<file path="src/rtl/epu_pkg.sv">
package epu_pkg;
  localparam int PW = 8;
  localparam int XW = 10;

  typedef logic signed [XW-1:0] xlvl_t;

  typedef enum logic [1:0] {
    K_IRQ   = 2'd0,
    K_FAULT = 2'd1,
    K_NMI   = 2'd2,
    K_RESET = 2'd3
  } cand_kind_e;

  localparam xlvl_t LVL_IDLE = 10'sd256;
  localparam xlvl_t LVL_ZERO = 10'sd0;
  localparam xlvl_t LVL_HF   = -10'sd1;
  localparam xlvl_t LVL_NMI  = -10'sd2;

  function automatic xlvl_t widen(input logic [PW-1:0] g);
    return $signed({2'b00, g});
  endfunction
endpackage

</file>
<file path="src/rtl/epu_grouper.sv">
module epu_grouper #(
  parameter int PW        = 8,
  parameter int IMPL_BITS = 4
) (
  input  logic [PW-1:0] prio,
  input  logic [2:0]    split_sel,
  output logic [PW-1:0] grp
);
  localparam logic [PW-1:0] IMPL_MASK = ~({PW{1'b1}} >> IMPL_BITS);

  logic [3:0]    sub_bits;
  logic [PW:0]   wide_mask;
  logic [PW-1:0] grp_mask;

  always_comb begin
    sub_bits  = {1'b0, split_sel} + 4'd1;
    wide_mask = {(PW+1){1'b1}} << sub_bits;
    grp_mask  = wide_mask[PW-1:0];
    grp       = prio & IMPL_MASK & grp_mask;
  end
endmodule

</file>
<file path="src/rtl/epu_act_min.sv">
module epu_act_min
  import epu_pkg::*;
#(
  parameter int N = 8
) (
  input  logic [N-1:0]    act_vec,
  input  logic [N*PW-1:0] act_grp,
  input  logic            nmi_act,
  input  logic            hard_flt_act,
  output xlvl_t           act_lvl
);
  xlvl_t entry_lvl [N];

  for (genvar i = 0; i < N; i++) begin : g_entry
    assign entry_lvl[i] = act_vec[i] ? widen(act_grp[i*PW +: PW]) : LVL_IDLE;
  end

  always_comb begin
    act_lvl = LVL_IDLE;
    for (int i = 0; i < N; i++) begin
      if (entry_lvl[i] < act_lvl) act_lvl = entry_lvl[i];
    end
    if (hard_flt_act && LVL_HF < act_lvl) act_lvl = LVL_HF;
    if (nmi_act && LVL_NMI < act_lvl)     act_lvl = LVL_NMI;
  end
endmodule

</file>
<file path="src/rtl/epu_ceiling.sv">
module epu_ceiling
  import epu_pkg::*;
(
  input  xlvl_t         act_lvl,
  input  logic          mask_irq,
  input  logic          mask_flt,
  input  logic [PW-1:0] thr_grp,
  output xlvl_t         exec_lvl
);
  xlvl_t thr_lvl;

  always_comb begin
    thr_lvl  = (thr_grp != '0) ? widen(thr_grp) : LVL_IDLE;
    exec_lvl = act_lvl;
    if (thr_lvl < exec_lvl)               exec_lvl = thr_lvl;
    if (mask_irq && LVL_ZERO < exec_lvl)  exec_lvl = LVL_ZERO;
    if (mask_flt && LVL_HF < exec_lvl)    exec_lvl = LVL_HF;
  end
endmodule

</file>
<file path="src/rtl/epu_decide.sv">
module epu_decide
  import epu_pkg::*;
(
  input  logic          clk,
  input  logic          rst_n,
  input  xlvl_t         exec_lvl,
  input  logic          cand_valid,
  output logic          cand_ready,
  input  logic [1:0]    cand_kind,
  input  logic [PW-1:0] cand_grp,
  input  logic          cand_hdl_en,
  input  logic          ack,
  output logic          preempt_req,
  output logic          escalate
);
  logic       busy;
  logic       take;
  logic       want_pre;
  logic       want_esc;
  logic       beats;
  cand_kind_e kind;

  assign busy       = preempt_req | escalate;
  assign cand_ready = ~busy | ack;
  assign take       = cand_valid & cand_ready;

  always_comb begin
    kind     = cand_kind_e'(cand_kind);
    beats    = widen(cand_grp) < exec_lvl;
    want_pre = 1'b0;
    want_esc = 1'b0;
    unique case (kind)
      K_IRQ:   want_pre = beats;
      K_FAULT: begin
        if (cand_hdl_en && beats)   want_pre = 1'b1;
        else if (LVL_HF < exec_lvl) want_esc = 1'b1;
      end
      K_NMI:   want_pre = LVL_NMI < exec_lvl;
      K_RESET: want_pre = 1'b1;
      default: ;
    endcase
  end

  always_ff @(posedge clk or negedge rst_n) begin
    if (!rst_n) begin
      preempt_req <= 1'b0;
      escalate    <= 1'b0;
    end else if (take) begin
      preempt_req <= want_pre;
      escalate    <= want_esc;
    end else if (ack) begin
      preempt_req <= 1'b0;
      escalate    <= 1'b0;
    end
  end
endmodule

</file>
<file path="src/rtl/exec_prio_unit.sv">
module exec_prio_unit
  import epu_pkg::*;
#(
  parameter int N         = 8,
  parameter int IMPL_BITS = 4
) (
  input  logic            clk,
  input  logic            rst_n,
  input  logic [N-1:0]    act_vec,
  input  logic [N*8-1:0]  act_prio,
  input  logic            nmi_act,
  input  logic            hard_flt_act,
  input  logic [2:0]      split_sel,
  input  logic            mask_irq,
  input  logic            mask_flt,
  input  logic [7:0]      base_thr,
  input  logic            cand_valid,
  output logic            cand_ready,
  input  logic [1:0]      cand_kind,
  input  logic [7:0]      cand_prio,
  input  logic            cand_hdl_en,
  input  logic            ack,
  output logic [9:0]      exec_prio,
  output logic            preempt_req,
  output logic            escalate
);
  logic [N*PW-1:0] act_grp;
  logic [PW-1:0]   thr_grp;
  logic [PW-1:0]   cand_grp;
  xlvl_t           act_lvl;
  xlvl_t           exec_lvl;

  for (genvar i = 0; i < N; i++) begin : g_grp
    epu_grouper #(.PW(PW), .IMPL_BITS(IMPL_BITS)) u_grp (
      .prio(act_prio[i*PW +: PW]), .split_sel(split_sel), .grp(act_grp[i*PW +: PW])
    );
  end

  epu_grouper #(.PW(PW), .IMPL_BITS(IMPL_BITS)) u_thr_grp (
    .prio(base_thr), .split_sel(split_sel), .grp(thr_grp)
  );

  epu_grouper #(.PW(PW), .IMPL_BITS(IMPL_BITS)) u_cand_grp (
    .prio(cand_prio), .split_sel(split_sel), .grp(cand_grp)
  );

  epu_act_min #(.N(N)) u_act_min (
    .act_vec(act_vec), .act_grp(act_grp), .nmi_act(nmi_act),
    .hard_flt_act(hard_flt_act), .act_lvl(act_lvl)
  );

  epu_ceiling u_ceiling (
    .act_lvl(act_lvl), .mask_irq(mask_irq), .mask_flt(mask_flt),
    .thr_grp(thr_grp), .exec_lvl(exec_lvl)
  );

  epu_decide u_decide (
    .clk(clk), .rst_n(rst_n), .exec_lvl(exec_lvl),
    .cand_valid(cand_valid), .cand_ready(cand_ready), .cand_kind(cand_kind),
    .cand_grp(cand_grp), .cand_hdl_en(cand_hdl_en), .ack(ack),
    .preempt_req(preempt_req), .escalate(escalate)
  );

  assign exec_prio = exec_lvl;
endmodule

</file>
<file path="config.mk">
export PLATFORM = sky130hd
export DESIGN_NAME = exec_prio_unit
export DESIGN_NICKNAME = d
export VERILOG_FILES = /design/src/rtl/epu_pkg.sv /design/src/rtl/epu_grouper.sv /design/src/rtl/epu_act_min.sv /design/src/rtl/epu_ceiling.sv /design/src/rtl/epu_decide.sv /design/src/rtl/exec_prio_unit.sv
export SDC_FILE = /design/constraint.sdc
export NUM_CORES = 1
export LEC_CHECK = 0
export BUFFER_PORTS_ARGS = -buffer_cell sky130_fd_sc_hd__buf_2
export CAP_MARGIN = 20
export CORE_MARGIN = 1.5
export CORE_UTILIZATION = 45
export CTS_BUF_LIST = sky130_fd_sc_hd__clkbuf_8
export DETAILED_ROUTE_END_ITERATION = 8
export PLACE_DENSITY = 0.77
export SYNTH_ARGS = -nofsm -noshare
export SYNTH_HDL_FRONTEND = slang
export SYNTH_SLANG_ARGS = --single-unit
</file>
<file path="constraint.sdc">
create_clock -name clk -period 18.4 [get_ports clk]
set_input_delay 3.68 -clock clk [delete_from_list [all_inputs] [get_ports clk]]
set_output_delay 3.68 -clock clk [all_outputs]
set_load 0.1 [all_outputs]
</file>
==> out/metrics.yaml <==
status: "complete, no violations"
antenna_left: 0
hp-start: "u_decide.escalate"
holdBufCountCts: 0
routed_via_density: 6.40
pwr-share-seq_pct: 1.0
finalClockSkew_ns: 0.000742
worst_pin_slew_ns: 0.671
grt_overflow: 0
drt_first_iter_violations: 251
reg2reg_from: "u_decide.escalate"
setup_tns_ns: 0
synth_async_sr_flop_share_pct: 100
syn_nets: 500
cp.arrival_ns: 14.60
rsz0062_at_grt: "true"
min_path_type: "flop to flop"
start_util_pct: 46.8
holdPathEnd: "u_decide.escalate"
cts_tree: "built"
pwr-share-clk_pct: 3.5
layout.cells.non_filler: 594
core-area_sq_um: 5510
die_h_um: 78.7
power.switching_uw: 250
place_congestion: 0.915
finalCritPeriodShare_pct: 99.3
crit_path_max_incr_delay_ns: 0.45
drive_above_1_share_pct: 50.6
cp_max_fo: 8
crit_path_frequent_cell: "ha_4"
grt-busiest-layer: "met2"
met2_usage_pct: 55.9
area_growth_syn_to_layout_pct: 68.7
p_comb_share_pct: 95.5
numPortBuffers: 74
htree_levels: 1
nets: 650
antenna_found_initial: 1
cp-start-kind: "input pin"
syn_area_sq_um: 2580
cts.clk_slew.worst_paths_ns: 0.03
cp_slowest_cell: "or3b_4"
post-dp-hpwl_um: 7380
layout_commonest_cell: "buf_4"
r2r_setup_slack_ns: 16.84
syn_avg_cell_area_sq_um: 6.89
fmax_ghz: 0.0547
synthDistinctLibCells: 76
synth_edf_count: 0
utilization_pct: 79.0
wl_per_cell_um: 18.6
grt_max_degree: 12
cts_buffer_depth: 2
synth.yosys.seq_area_share_pct: 1.94
relSlewSlack_pct: 55.1
swShare_pct: 49.7
finalHoldViolCount: 0
dieArea_sq_um: 6190
cts_made_buffers: 3
grt_pass1_vias: 3548
ios: 115
worstSetupPathType: "input pin to primary output"
finalSetupViolCount: 0
dr_total_vias: 3799
dp.cells: 571
mostFrequentLayoutCells: "79 x buf_4, 62 x buf_2, 31 x nand2_1"
drc: 0
use_met3_pct: 3.56
yosys_warnings: 0
grt_pass1_wl_um: 15400
crit_path_end_kind: "primary output"
r2r_end: "u_decide.escalate"
leakagePower_nw: 2.02
diodes: 0
min_period_ns: 18.28
cap_violations: 0
cts-root-buf: "clkbuf_8"
worstRegToRegCells: 5
synth_cells: 374
grt_usage_pct: 29.9
clk-insertion-delay-late_ns: 0.21
crit_required_ns: 14.72
p_per_area_nw_per_um2: 115
p_int_uw: 252
routed_wl_um: 11100
synthFlopType: "dfrtp_1"
final_max_slew_viol_count: 0
synth_seq_cells: 2
dr.pass1.iters: 5
ir_drop_uv: 78.4
cts.sinks: 2
use_met1_pct: 35.0
hold_slack_ns: 0.689
rows: 27
hold_depth: 2
die_x_um: 78.7
power groups by stage:
stage                     combinational, mW  sequential [mW]  clock (mW)
after floorplan                       0.236          0.00765           0
after global placement                0.343          0.00505           0
after detailed placement              0.353          0.00511           0
after CTS                             0.378          0.00511      0.0174
after global routing                  0.504          0.00514      0.0183
final                                 0.479          0.00515      0.0175
layout make-up:
class                   count  area, sq um
fillers                   367         1160
flip-flops and latches      2         50.0
repair buffers            157         1160
inverters                  27          106
well taps                  72         90.1
multi-input cells         333         2900
clock buffers               3         41.3
flip-flops by register name, indices dropped and copies added, names as in the netlist:
| name | flops |
|---|---|
| u_decide.preempt_req | 1 |
| u_decide.escalate | 1 |
cells in the mapped netlist, types with 5 or more instances:
| library cell | number | area [sq um] |
|---|---|---|
| and3_1 | 19 | 119 |
| ha_1 | 24 | 300 |
| clkbuf_1 | 7 | 26.3 |
| o21ai_0 | 22 | 110 |
| a221oi_1 | 5 | 43.8 |
| a211oi_1 | 5 | 37.5 |
| a21oi_1 | 24 | 120 |
| o211ai_1 | 7 | 52.6 |
| inv_1 | 27 | 101 |
| and2_1 | 8 | 50.1 |
| nand2b_1 | 5 | 31.3 |
| nand2_1 | 40 | 150 |
| mux2i_1 | 13 | 130 |
| nand3_1 | 24 | 120 |
| o21a_1 | 6 | 45.0 |
| nor2_1 | 34 | 128 |
| a21o_1 | 6 | 45.0 |
kinds of logic after synthesis:
logic type / share of synthesized area (%)
AND/OR/NAND/NOR: 29.8
AO/OA/AOI/OAI: 38.5
buffers and inverters: 6.45
adder cells (fa/ha/maj): 12.0
multiplexers: 8.98
XOR/XNOR: 2.33
flip-flops: 1.94
worst max-delay path, delay by kind of cell:
kind,cells,cell delay [ns]
buf+inv,10,0.96
mux,5,1.51
simple gates,15,2.34
fa+ha+maj,10,2.32
compound gates,22,3.74
worst max path at each step:
stage	startpoint	to
after global routing	split_sel[1]	exec_prio[6]
after global placement	split_sel[0]	exec_prio[8]
after floorplan	split_sel[0]	exec_prio[8]
final	split_sel[1]	exec_prio[0]
after CTS	split_sel[0]	exec_prio[6]
after detailed placement	split_sel[0]	exec_prio[8]
metrics by stage:
stage,instance area [sq um],worst slack [ns],power [mW]
final,4350,0.122,0.502
after global routing,4350,-0.255,0.527
after CTS,3900,0.00456,0.400
after detailed placement,3740,-0.470,0.358
after global placement,3740,-0.236,0.348
after floorplan,2770,0.0146,0.244
per-layer routing:
metal / share of wire, % / vias up
met4: 3.5 / 0
met1: 38 / 1821
li1: - / 1712
met2: 52 / 217
met3: 6.7 / 49
met5: 0 / -
what timing repair did:
| item | in CTS | in global routing |
|---|---|---|
| buffers inserted | 5 | 15 |
| endpoints found under the hold margin | 0 | 0 |
| pin swaps | 15 | 39 |
| setup endpoints to repair | 10 | 10 |
| gates resized for setup | 22 | 73 |
(Power assumes the default switching activity.)
